===== src/rtl/disp_scan_pkg.sv =====
package disp_scan_pkg;

    localparam int NUM_POS = 4;
    localparam int CODE_W  = 4;
    localparam int SEG_W   = 7;

    typedef enum logic [1:0] {
        POS_MIN_U = 2'd0,
        POS_MIN_T = 2'd1,
        POS_HR_U  = 2'd2,
        POS_HR_T  = 2'd3
    } scan_pos_e;

endpackage


===== src/rtl/dwell_timer.sv =====
module dwell_timer #(
    parameter int DWELL_CYCLES = 12500
) (
    input  logic clk,
    input  logic rst_n,
    output logic step_o
);
    localparam int CNT_W = (DWELL_CYCLES > 2) ? $clog2(DWELL_CYCLES) : 1;
    localparam logic [CNT_W-1:0] LAST = CNT_W'(DWELL_CYCLES - 1);

    logic [CNT_W-1:0] cnt_q;

    always_ff @(posedge clk or negedge rst_n) begin
        if (!rst_n) begin
            cnt_q <= '0;
        end else if (cnt_q == LAST) begin
            cnt_q <= '0;
        end else begin
            cnt_q <= cnt_q + 1'b1;
        end
    end

    assign step_o = (cnt_q == LAST);


    cnt_range_chk: assert property (@(posedge clk) disable iff (!rst_n)
        cnt_q <= LAST);


    wrap_chk: assert property (@(posedge clk) disable iff (!rst_n)
        step_o |=> (cnt_q == '0));

endmodule


===== src/rtl/scan_fsm.sv =====
module scan_fsm
    import disp_scan_pkg::*;
(
    input  logic                clk,
    input  logic                rst_n,
    input  logic                step_i,
    output scan_pos_e           pos_o,
    output logic [NUM_POS-1:0]  sel_o
);
    scan_pos_e state_q, state_d;

    always_ff @(posedge clk or negedge rst_n) begin
        if (!rst_n) begin
            state_q <= POS_MIN_U;
        end else begin
            state_q <= state_d;
        end
    end

    always_comb begin
        state_d = state_q;
        if (step_i) begin
            unique case (state_q)
                POS_MIN_U: state_d = POS_MIN_T;
                POS_MIN_T: state_d = POS_HR_U;
                POS_HR_U:  state_d = POS_HR_T;
                POS_HR_T:  state_d = POS_MIN_U;
                default:   state_d = POS_MIN_U;
            endcase
        end
    end

    always_comb begin
        unique case (state_q)
            POS_MIN_U: sel_o = 4'b0001;
            POS_MIN_T: sel_o = 4'b0010;
            POS_HR_U:  sel_o = 4'b0100;
            POS_HR_T:  sel_o = 4'b1000;
            default:   sel_o = 4'b0001;
        endcase
    end

    assign pos_o = state_q;


    sel_onehot_chk: assert property (@(posedge clk) disable iff (!rst_n)
        $countones(sel_o) == 1);


    sel_rotate_chk: assert property (@(posedge clk) disable iff (!rst_n)
        step_i |=> (sel_o == {$past(sel_o[NUM_POS-2:0]), $past(sel_o[NUM_POS-1])}));


    sel_hold_chk: assert property (@(posedge clk) disable iff (!rst_n)
        !step_i |=> $stable(sel_o));

endmodule


===== src/rtl/seg_decoder.sv =====
module seg_decoder
    import disp_scan_pkg::*;
(
    input  logic [CODE_W-1:0] code_i,
    output logic [SEG_W-1:0]  seg_o
);
    // bit order {g,f,e,d,c,b,a}
    always_comb begin
        unique case (code_i)
            4'h0: seg_o = 7'b0111111;
            4'h1: seg_o = 7'b0000110;
            4'h2: seg_o = 7'b1011011;
            4'h3: seg_o = 7'b1001111;
            4'h4: seg_o = 7'b1100110;
            4'h5: seg_o = 7'b1101101;
            4'h6: seg_o = 7'b1111101;
            4'h7: seg_o = 7'b0000111;
            4'h8: seg_o = 7'b1111111;
            4'h9: seg_o = 7'b1101111;
            4'hA: seg_o = 7'b1110111;
            4'hB: seg_o = 7'b1111100;
            4'hC: seg_o = 7'b0111001;
            4'hD: seg_o = 7'b1011110;
            4'hE: seg_o = 7'b1111001;
            4'hF: seg_o = 7'b1110001;
            default: seg_o = '0;
        endcase
    end

endmodule


===== src/rtl/quad_digit_scanner.sv =====
module quad_digit_scanner
    import disp_scan_pkg::*;
#(
    parameter int DWELL_CYCLES = 12500
) (
    input  logic        clk,
    input  logic        rst_n,
    input  logic [3:0]  min_units_i,
    input  logic [3:0]  min_tens_i,
    input  logic [3:0]  hr_units_i,
    input  logic [3:0]  hr_tens_i,
    input  logic        blink_i,
    output logic [3:0]  sel_o,
    output logic [6:0]  seg_o,
    output logic        dot_o
);
    logic              step;
    scan_pos_e         pos;
    logic [CODE_W-1:0] code_sel;

    dwell_timer #(.DWELL_CYCLES(DWELL_CYCLES)) timer_i (
        .clk    (clk),
        .rst_n  (rst_n),
        .step_o (step)
    );

    scan_fsm fsm_i (
        .clk    (clk),
        .rst_n  (rst_n),
        .step_i (step),
        .pos_o  (pos),
        .sel_o  (sel_o)
    );

    always_comb begin
        unique case (pos)
            POS_MIN_U: code_sel = min_units_i;
            POS_MIN_T: code_sel = min_tens_i;
            POS_HR_U:  code_sel = hr_units_i;
            POS_HR_T:  code_sel = hr_tens_i;
            default:   code_sel = min_units_i;
        endcase
    end

    seg_decoder dec_i (
        .code_i (code_sel),
        .seg_o  (seg_o)
    );

    assign dot_o = (pos == POS_HR_U) && blink_i;


    dot_dark_chk: assert property (@(posedge clk) disable iff (!rst_n)
        !sel_o[2] |-> !dot_o);


    dot_follow_chk: assert property (@(posedge clk) disable iff (!rst_n)
        sel_o[2] |-> (dot_o == blink_i));

endmodule


===== config.mk =====
export PLATFORM = sky130hd
export DESIGN_NAME = quad_digit_scanner
export DESIGN_NICKNAME = d
export VERILOG_FILES = /design/src/rtl/disp_scan_pkg.sv /design/src/rtl/dwell_timer.sv /design/src/rtl/scan_fsm.sv /design/src/rtl/seg_decoder.sv /design/src/rtl/quad_digit_scanner.sv
export SDC_FILE = /design/constraint.sdc
export NUM_CORES = 1
export LEC_CHECK = 0
export ABC_AREA = 1
export BUFFER_PORTS_ARGS = -buffer_cell sky130_fd_sc_hd__buf_2
export CORE_UTILIZATION = 53
export DETAILED_ROUTE_END_ITERATION = 10
export GPL_ROUTABILITY_DRIVEN = 1
export GPL_TIMING_DRIVEN = 0
export PLACE_DENSITY = 0.79
export SLEW_MARGIN = 20
export SYNTH_ARGS = -nofsm -noshare
export SYNTH_HDL_FRONTEND = slang
export SYNTH_HIERARCHICAL = 1
export SYNTH_SLANG_ARGS = --single-unit

===== constraint.sdc =====
create_clock -name clk -period 2.2 [get_ports clk]
set_input_delay 0.22 -clock clk [delete_from_list [all_inputs] [get_ports clk]]
set_output_delay 0.22 -clock clk [all_outputs]
set_load 0.1 [all_outputs]

==> metrics.md, run 1 <==
| Metric | Value |
|---|---|
| Cell with the most instances after synthesis | nand2_1 |
| Worst slew pin tran | 0.485 ns |
| Post-Syn Instances | 197 |
| Yosys cell types | 22 |
| Share of cells above drive strength 1 | 39.8% |
| Max Used Layer | met4 |
| Routed length on met2 | 2.04 mm |
| Failing checks | setup timing |
| Post-synth top area cell | dfrtp_1 |
| Warnings, synthesis | 6 |
| Final setup TNS | -0.768 ns |
| Crit-path cells | buf_6 -> inv_4 -> nand3_1 -> nand4_1 -> inv_2 -> ha_2 -> inv_1 -> o21ai_1 -> nand2_1 -> buf_12 |
| Full die area | 0.00273 sq mm |
| Peak VDD IR | 0.000371 V |
| Die Wd | 52.3 um |
| Crit path DAT | 2.19 ns |
| Post-Route Skew | 0.00240 ns |
| Antenna-violating nets left | 0 |
| I/O Pins | 31 |
| DR vias/cell | 5.35 |
| Largest net degree at the start of global routing | 17 |
| Mapped cell area | 0.00134 sq mm |
| Final nets | 279 |
| Setup ws final | -0.208 ns |
| Vias post-DR | 1467 |
| Worst-path maximum fanout | 5 |
| Seq/Total Area, Yosys | 29.9% |
| IO buf count | 30 |
| Met3 wire length | 191 um |
| Hold Vio Cnt, Final | 0 |
| Gr ovfl total | 0 |
| Max clock buf depth | 2 |
| Post-synthesis net count | 229 |
| Initial antenna violation count | 0 |
| Antenna fix cells | 0 |
| RSZ-0062 raised after global routing | true |
| Seq cells post-synth | 16 |
| H-tree Lvls | 1 |
| Clk pin slew, worst setup/hold paths | 0.10 ns |
| First-pass GRT wire length | 5.87 mm |
| Largest stage delay on the critical path | 0.44 ns |
| Routed WL | 3.97 mm |
| Startpoint types | register |
| Post-synth top area share | 29.9% |
| Slew headroom | 67.9% |
| Tcrit/Tclk final | 109% |
| Ys flop type | dfrtp_1 |
| DP HPWL | 2.27 mm |
| Wirelength per Cell | 14.5 um |
| Top post-synthesis cells by area | dfrtp_1 (30%), nand2_1 (17%), ha_1 (12%), nand3_1 (7.9%), nor2_1 (7.3%) |
| Max Slew Vio Count | 0 |
| Number of CTS-inserted buffers | 3 |
| Drt first-iter violations | 37 |
| Number of flops mapped to enable cells by yosys | 0 |
| Critical path's slowest cell | dfrtp_2 |
| M1 WL | 1.61 mm |
| Fin crit period | 2.41 ns |
| Max Cap Viol | 0 |
| Drt first pass iters | 4 |
| Leakage | 0.999 nW |
| Status | finished with violations |
| Root Buffer | clkbuf_4 |
| Clock latency at the later pin of the worst-skew pair | 0.29 ns |
| Die Ht | 52.3 um |
| Core Rows | 17 |
| Post-DP Area | 0.00153 sq mm |
| Commonest cells in the netlist | nand2_1 (62), nor2_1 (26), inv_1 (22) |
| Post-synthesis async set-or-reset flop share | 100% |
| Hold Path Class | input port to async pin |
| WP data required | 1.98 ns |
| Setup Crit Path Kind | register to output pin |
| Layout area overhead | 43.1% |
| Core ar. | 0.00230 sq mm |
| Pwr Density | 390 mW/mm^2 |
| Initial core utilization | 58.3% |
| Post-Route Utilization | 83.4% |
| Syn_area_per_cell | 6.80 sq um |
| Residual DRC | 0 |
| Final instance area | 0.00192 sq mm |
| Endpoints failing setup | 7 |
| Worst Setup End Kind | output pin |
| Total Routing Usage GR | 29.4% |
| TritonCTS Sinks | 16 |
| Gpl congestion | 0.863 |
| TritonCTS clock tree | done |
| Vias in the first global route | 1355 |
| F_max | 415 MHz |
[registers in the layout (all words and copies together), names as in the netlist]
name and count:
timer_i/cnt_q 14, fsm_i/pos_o 2
[metal layers]
layer / track usage [%] / vias up
met3: 6.09 / 14
met4: 9.21 / 0
met2: 52.6 / 69
met1: 34.8 / 671
li1: - / 713
met5: 0 / -
[cell usage in the layout (no fill, tap or decap), types with 2 or more instances in the layout]
cell      instances
nor2_2            2
nand3_1          14
nand4_1           6
inv_4             2
nand2_2          16
dfrtp_1          15
nand2_4           2
inv_2             6
ha_1              8
clkbuf_4          3
nand3_2           8
ha_2              3
ha_4              2
buf_6             4
nand2_1          49
o21ai_1           3
buf_4            12
nor2_1           26
xor2_1            4
buf_2            24
buf_12            7
inv_1            18
[layout make-up]
class | instances | area [sq um]
fill | 151 | 382
timing repair buffer | 45 | 375
multi-input combinational | 151 | 926
sequential | 16 | 402
inverter | 27 | 111
tap | 28 | 35.0
clock buffer | 4 | 36.3
buffer | 3 | 30.0
[repair_timing]
item | in CTS | in global routing
setup buffers | 8 | 4
hold buffers | 1 | 0
gates resized for setup | 41 | 27
endpoints found under the hold margin | 16 | 0
setup endpoints to repair | 7 | 7
cloned | 2 | 0
pin swaps | 9 | 9
[logic make-up after synthesis]
kind of cell,Yosys count,share of synthesized area [%]
AND/OR/NAND/NOR,128,42.8
buffers and inverters,30,9.81
flip-flops,16,29.9
adder cells (fa/ha/maj),13,12.1
AO/OA/AOI/OAI,5,2.06
XOR/XNOR,5,3.27
[power breakdown]
group	leakage (nW)	switching, W	internal [W]
Clock	0.0210	0.0000971	0.000101
Combinational	0.771	0.000164	0.0000912
Sequential	0.207	0	0.000294
Total	0.999	0.000261	0.000486
[per-stage QoR]
step,total power (W),std cells,setup WS [ns],hold WS [ns]
finish,0.000747,274,-0.208,0.363
floorplan,0.000430,197,0.0211,-0.0756
detailed placement,0.000471,255,-0.163,0.154
CTS,0.000720,270,-0.0545,0.372
global placement,0.000467,255,-0.0969,0.148
global route,0.000772,274,-0.246,0.401
[final timing paths]
path / slack (ns) / cells past startpoint / start / end
min in group clk: 0.54 / 1 / timer_i/cnt_q[0] / timer_i/cnt_q[0]
worst max-delay path: -0.21 / 10 / fsm_i/pos_o[1] / seg_o[2]
worst max register to register: 0.83 / 8 / timer_i/cnt_q[0] / fsm_i/pos_o[0]
worst min register to register: 0.54 / 1 / timer_i/cnt_q[0] / timer_i/cnt_q[0]
worst min-delay path: 0.36 / 2 / rst_n / timer_i/cnt_q[11]
max in group asynchronous: 1.54 / 2 / rst_n / fsm_i/pos_o[1]
[worst max-delay path, delay by kind of cell (launching register included)]
| family | cells | cell delay (ns) |
|---|---|---|
| compound gates | 1 | 0.16 |
| fa+ha+maj | 1 | 0.19 |
| flops | 1 | 0.44 |
| buf+inv | 5 | 0.64 |
| simple gates | 3 | 0.46 |
Note: power is estimated with default switching activity, not from simulation.
==> run 2: changes to the inputs <==
--- a/config.mk
+++ b/config.mk
@@ -5,9 +5,8 @@
 export SDC_FILE = /design/constraint.sdc
 export NUM_CORES = 1
 export LEC_CHECK = 0
-export ABC_AREA = 1
 export BUFFER_PORTS_ARGS = -buffer_cell sky130_fd_sc_hd__buf_2
-export CORE_UTILIZATION = 53
+export CORE_UTILIZATION = 52
 export DETAILED_ROUTE_END_ITERATION = 10
 export GPL_ROUTABILITY_DRIVEN = 1
 export GPL_TIMING_DRIVEN = 0
==> run 2 against run 1 <==
Sequential cell count unchanged; register-to-register slack worse by 0.18 ns; clock skew rose by 0.012 ns; setup slack lost 0.14 ns; largest cell class unchanged; the flow still finishes with violations (setup timing); non-clock buffer count increased by 5; critical path type unchanged; clock power fell by 21%; total power down 2.5%.
==> metrics.md, run 2 <==
| Metric | Value |
|---|---|
| Hold Path Class | input port to async pin |
| Gr ovfl total | 0 |
| Commonest non-fill, non-tap cell in the layout | buf_2 |
| Endpoints failing setup | 7 |
| Max Slew Vio Count | 0 |
| Reg2Reg Capture Point | timer_i/cnt_q[12] |
| RSZ-0062 raised after global routing | true |
| Post-synthesis async set-or-reset flop share | 100% |
| DR vias/cell | 5.24 |
| DP HPWL | 1.82 mm |
| Clk pin slew, worst setup/hold paths | 0.10 ns |
| Max Cap Viol | 0 |
| Layout area overhead | 53.1% |
| IO buf count | 30 |
| Full die area | 0.00250 sq mm |
| Biggest register | timer_i/cnt_q |
| Worst-path maximum fanout | 4 |
| Yosys cell types | 33 |
| Max clock buf depth | 2 |
| Fin cells | 192 |
| Fin crit period | 2.55 ns |
| Cell with the most instances after synthesis | dfrtp_1 |
| Top post-synthesis cells by area | dfrtp_1 (33%), ha_1 (14%), mux4_1 (8.8%), xnor2_1 (5.1%), xor2_1 (2.9%) |
| Antenna fix cells | 0 |
| Die Wd | 50.0 um |
| Post-synth top area cell | dfrtp_1 |
| Startpoint types | register |
| Ys flop type | dfrtp_1 |
| Number of flops mapped to enable cells by yosys | 0 |
| Initial antenna violation count | 0 |
| Failing checks | setup timing |
| Vias in the first global route | 985 |
| Mapped cell area | 0.00120 sq mm |
| Post-Syn Instances | 111 |
| Drt first-iter violations | 18 |
| Critical path origin | fsm_i/pos_o[0] |
| Syn_area_per_cell | 10.8 sq um |
| Reg-to-reg slack, setup | 0.65 ns |
| Final nets | 197 |
| Crit path DAT | 2.33 ns |
| Pwr Density | 397 mW/mm^2 |
| Core Rows | 17 |
| Wirelength per Cell | 15.5 um |
| DP Cell Count | 169 |
| Max FFs per register | 14 |
| Worst slew pin tran | 0.487 ns |
| Peak VDD IR | 0.000419 V |
| Leakage | 0.847 nW |
| Residual DRC | 0 |
| Share of cells above drive strength 1 | 50.0% |
| Routed WL | 2.98 mm |
| Seq cells post-synth | 16 |
| Antenna-violating nets left | 0 |
| Post-Route Utilization | 83.8% |
| H-tree Lvls | 1 |
| Gpl congestion | 0.746 |
| Warnings, synthesis | 6 |
| Die Ht | 50.0 um |
| Seq/Total Area, Yosys | 33.4% |
| Drt first pass iters | 4 |
| Commonest cells after routing, fill and taps aside | buf_2 (23), buf_4 (15), dfrtp_1 (15), nor2_1 (9) |
| TritonCTS Sinks | 16 |
| Post-Route Skew | 0.0142 ns |
| First-pass GRT wire length | 4.57 mm |
| Total Power | 0.000728 W |
| Status | finished with violations |
| I/O Pins | 31 |
| WP data required | 1.98 ns |
| Post-DP Area | 0.00147 sq mm |
| Vias post-DR | 1007 |
| Post-synthesis net count | 143 |
| Place WS | -0.348 ns |
| Initial core utilization | 54.7% |
| Total Routing Usage GR | 24.9% |
| TritonCTS clock tree | done |
| R2R cell count | 6 |
| Hold Vio Cnt, Final | 0 |
| Root Buffer | clkbuf_4 |
| Core ar. | 0.00219 sq mm |
| Crit Reg-Reg Startpoint | timer_i/cnt_q[0] |
| Slew headroom | 67.7% |
| Largest net degree at the start of global routing | 17 |
| Worst Setup End Kind | output pin |
| F_max | 392 MHz |
| Commonest cells in the netlist | dfrtp_1 (16), ha_1 (13), nor2_1 (9) |
| Post-synth top area share | 33.4% |
| Final instance area | 0.00184 sq mm |
| Tcrit/Tclk final | 116% |
| Number of CTS-inserted buffers | 3 |
| Clock latency at the later pin of the worst-skew pair | 0.28 ns |
| Setup Crit Path Kind | register to output pin |
| Setup ws final | -0.351 ns |
| Worst setup path end | seg_o[3] |
==> run 2: how the worst min path moves through the flow <==
stage,from,to
6_report,rst_n,timer_i/cnt_q[12]
2_1_floorplan,rst_n,fsm_i/pos_o[0]
3_3_place_gp,rst_n,timer_i/cnt_q[9]
3_5_place_dp,rst_n,timer_i/cnt_q[8]
5_1_grt,rst_n,timer_i/cnt_q[12]
4_1_cts,rst_n,timer_i/cnt_q[11]
==> run 2: worst max-delay path: stages, from the launching register on <==
cell and delay, ns:
dfrtp_2 0.43, mux4_2 0.59, inv_4 0.13, ha_4 0.21
mux4_2 0.50, buf_12 0.19
==> run 2: where the power goes <==
group          internal [W]  total (W)  switching [W]
logic              0.000120   0.000278       0.000158
registers          0.000294   0.000294              0
clock network     0.0000703   0.000157      0.0000867
==> run 2: through the flow <==
stage / TNS [ns] / hold slack, ns
global placement: -1.20 / 0.142
global route: -2.31 / 0.398
detailed placement: -1.50 / 0.144
floorplan: -1.59 / -0.0756
finish: -1.91 / 0.364
CTS: -1.71 / 0.370
==> run 2: routing by layer <==
metal  global-route usage [%]  part of all wire, %  vias up
met4                     9.52                 0.34        0
li1                         -                    -      498
met3                     1.85                  1.9        2
met5                        0                    0        -
met2                     43.8                   54       19
met1                     31.3                   43      488
==> run 2: final cells by class <==
type	count	area, sq um
multi-input combinational	83	876
timing repair buffer	49	414
sequential	16	402
fill	130	355
buffer	4	45.0
inverter	8	37.5
tap	28	35.0
clock buffer	4	26.3
==> run 2: logic make-up after synthesis <==
group | count (synthesis) | share of synthesized area (%)
adder cells (fa/ha/maj) | 13 | 13.6
XOR/XNOR | 11 | 8.04
multiplexers | 10 | 15.1
AND/OR/NAND/NOR | 39 | 19.0
buffers and inverters | 12 | 5.53
AO/OA/AOI/OAI | 10 | 5.32
flip-flops | 16 | 33.4
==> run 2: repair_timing <==
action | 4_1_cts | 5_1_grt
hold endpoints to repair | 16 | 0
pin swaps | 2 | 6
hold buffers | 1 | 0
setup buffers | 8 | 10
endpoints found under the setup margin | 7 | 7
gates cloned | 0 | 0
resized for setup | 41 | 10
==> run 3: changes to the inputs <==
--- a/config.mk
+++ b/config.mk
@@ -6,11 +6,11 @@
 export NUM_CORES = 1
 export LEC_CHECK = 0
 export BUFFER_PORTS_ARGS = -buffer_cell sky130_fd_sc_hd__buf_2
-export CORE_UTILIZATION = 52
+export CORE_UTILIZATION = 47
 export DETAILED_ROUTE_END_ITERATION = 10
 export GPL_ROUTABILITY_DRIVEN = 1
 export GPL_TIMING_DRIVEN = 0
-export PLACE_DENSITY = 0.79
+export PLACE_DENSITY = 0.75
 export SLEW_MARGIN = 20
 export SYNTH_ARGS = -nofsm -noshare
 export SYNTH_HDL_FRONTEND = slang
==> constraint.sdc (replaced) <==
create_clock -name clk -period 2.3 [get_ports clk]
set_input_delay 0.23 -clock clk [delete_from_list [all_inputs] [get_ports clk]]
set_output_delay 0.23 -clock clk [all_outputs]
set_load 0.1 [all_outputs]
==> run 3 against run 2 <==
The flow still finishes with violations (setup timing); total power down 0.66%; first-iteration DRC count unchanged; setup slack better by 0.060 ns; non-clock buffer count down 1; sequential share of layout area up 0.14 points; combinational power down 6%; routed wire length down 0.97%; utilization down 4.4 points; count of clock-buffer cells in the layout unchanged; sequential power down 4%; clock power up 15%; critical path type unchanged.
==> metrics.md, run 3 (synthesized netlist as in run 2, its figures left out) <==
| Metric | Value |
|---|---|
| Status | finished with violations |
| Failing checks | setup timing |
| Gpl congestion | 0.799 |
| Largest net degree at the start of global routing | 17 |
| DP Cell Count | 169 |
| Reg power frac | 38.8% |
| Routed WL | 2.95 mm |
| Max Cap Viol | 0 |
| Fin crit period | 2.59 ns |
| Die Ht | 52.5 um |
| IO buf count | 30 |
| I/O Pins | 31 |
| Setup ws final | -0.291 ns |
| Initial antenna violation count | 0 |
| Residual DRC | 0 |
| Leakage | 0.846 nW |
| Hold Path Class | input port to async pin |
| TritonCTS clock tree | done |
| Final setup TNS | -1.46 ns |
| DP HPWL | 1.82 mm |
| Post-DP Area | 0.00146 sq mm |
| Drt first pass iters | 4 |
| Clock network power share | 25.1% |
| Peak VDD IR | 0.000398 V |
| Post-Route Skew | 0.00655 ns |
| Sw Ratio | 32.5% |
| Worst Setup End Kind | output pin |
| Final instance area | 0.00182 sq mm |
| Vias in the first global route | 1009 |
| Die Wd | 52.5 um |
| Number of CTS-inserted buffers | 3 |
| Slew headroom | 67.5% |
| Pwr Density | 397 mW/mm^2 |
| Max FFs per register | 14 |
| Total Routing Usage GR | 23.8% |
| Clk pin slew, worst setup/hold paths | 0.09 ns |
| Hold Vio Cnt, Final | 0 |
| Startpoint types | register |
| Largest stage delay on the critical path | 0.61 ns |
| Drt first-iter violations | 18 |
| Critical path's slowest cell | mux4_2 |
| Max Slew Vio Count | 0 |
| Hold_ws | 0.375 ns |
| Gr ovfl total | 0 |
| Vias post-DR | 1015 |
| First-pass GRT wire length | 4.69 mm |
| Pint | 0.000489 W |
| TritonCTS Sinks | 16 |
| FILL cells | 141 |
| Layout area overhead | 52.2% |
| Antenna fix cells | 0 |
| Tcrit/Tclk final | 113% |
| Root Buffer | clkbuf_4 |
| Commonest non-fill, non-tap cell in the layout | buf_2 |
| H-tree Lvls | 1 |
| Crit path DAT | 2.36 ns |
| Crit-path cells | mux4_2 -> buf_6 -> ha_4 -> mux2_4 -> a22oi_2 -> buf_12 |
| F_max | 386 MHz |
| Core ar. | 0.00230 sq mm |
| RSZ-0062 raised after global routing | true |
| Biggest register | timer_i/cnt_q |
| Worst slew pin tran | 0.491 ns |
| Initial core utilization | 52.2% |
| Antenna-violating nets left | 0 |
| Max clock buf depth | 2 |
| WP data required | 2.07 ns |
| Setup Crit Path Kind | register to output pin |
| Core Rows | 17 |
| Final nets | 196 |
| Worst-path maximum fanout | 4 |
| Full die area | 0.00276 sq mm |
| Commonest cells after routing, fill and taps aside | buf_2 (23), buf_4 (15), dfrtp_1 (15), nor2_1 (8), ha_1 (8) |
| Clock latency at the later pin of the worst-skew pair | 0.28 ns |
| Fin cells | 191 |
| DR vias/cell | 5.31 |
| Endpoints failing setup | 7 |
| Net Sw Power | 0.000235 W |
| Combinational power share | 36.1% |
| Share of cells above drive strength 1 | 50.3% |
| Wirelength per Cell | 15.5 um |
| Post-Route Utilization | 79.4% |
-- run 3: changes by cell type in the layout (fill, tap and decap cells not counted), sizes merged --
cell  previous run  this run
buf             52        51
-- run 3: final timing paths --
| check | to | cells past startpoint | from | slack, ns |
|---|---|---|---|---|
| setup / recovery | seg_o[6] | 6 | fsm_i/pos_o[0] | -0.29 |
| hold reg to reg | timer_i/cnt_q[5] | 1 | timer_i/cnt_q[5] | 0.50 |
| max in group asynchronous | fsm_i/pos_o[0] | 2 | rst_n | 1.65 |
| setup reg to reg | timer_i/cnt_q[12] | 6 | timer_i/cnt_q[0] | 0.82 |
| min in group clk | timer_i/cnt_q[5] | 1 | timer_i/cnt_q[5] | 0.50 |
| hold / removal | timer_i/cnt_q[7] | 2 | rst_n | 0.37 |
-- run 3: layer usage --
metal / track usage [%] / up-vias / part of all wire [%] / wire, um
li1: - / 496 / - / -
met1: 28.5 / 489 / 41 / 1230
met2: 40.5 / 20 / 54 / 1600
met3: 3.77 / 10 / 1.8 / 54
met4: 12.3 / 0 / 2.5 / 74
met5: 0 / - / 0 / 0
-- run 3: power groups by stage --
| stage | combinational [W] | clock [W] | sequential, W |
|---|---|---|---|
| after floorplan | 0.000143 | 0 | 0.000287 |
| after global placement | 0.000177 | 0 | 0.000287 |
| after detailed placement | 0.000182 | 0 | 0.000287 |
| after CTS | 0.000239 | 0.000189 | 0.000281 |
| after global routing | 0.000271 | 0.000199 | 0.000281 |
| final | 0.000261 | 0.000181 | 0.000281 |
-- run 3: repair_timing --
item / 4_1_cts / 5_1_grt
endpoints found under the hold margin: 16 / 0
endpoints found under the setup margin: 7 / 7
hold buffers: 1 / 0
gates resized for setup: 40 / 10
pin swaps: 4 / 7
buffers inserted: 9 / 8
-- run 3: through the flow --
| step | setup slack (ns) | total power [W] |
|---|---|---|
| after global routing | -0.347 | 0.000750 |
| after global placement | -0.221 | 0.000464 |
| after CTS | -0.282 | 0.000710 |
| after detailed placement | -0.279 | 0.000469 |
| after floorplan | -0.308 | 0.000430 |
| final | -0.291 | 0.000724 |
-- run 3: area by class of cell --
type | instances | area, sq um | area share, %
clock buffer | 4 | 36.3 | 1.99
tap | 28 | 35.0 | 1.92
buffer | 4 | 45.0 | 2.47
sequential | 16 | 402 | 22.0
inverter | 8 | 37.5 | 2.06
timing repair buffer | 48 | 408 | 22.4
multi-input combinational | 83 | 861 | 47.2
-- run 3: worst max-delay path: cells and delay by family, from the launching register on --
family / cells / cell delay [ns]
flip-flops: 1 / 0.42
adder cells (fa/ha/maj): 1 / 0.15
multiplexers: 2 / 0.89
AO/OA/AOI/OAI: 1 / 0.22
buffers and inverters: 2 / 0.38
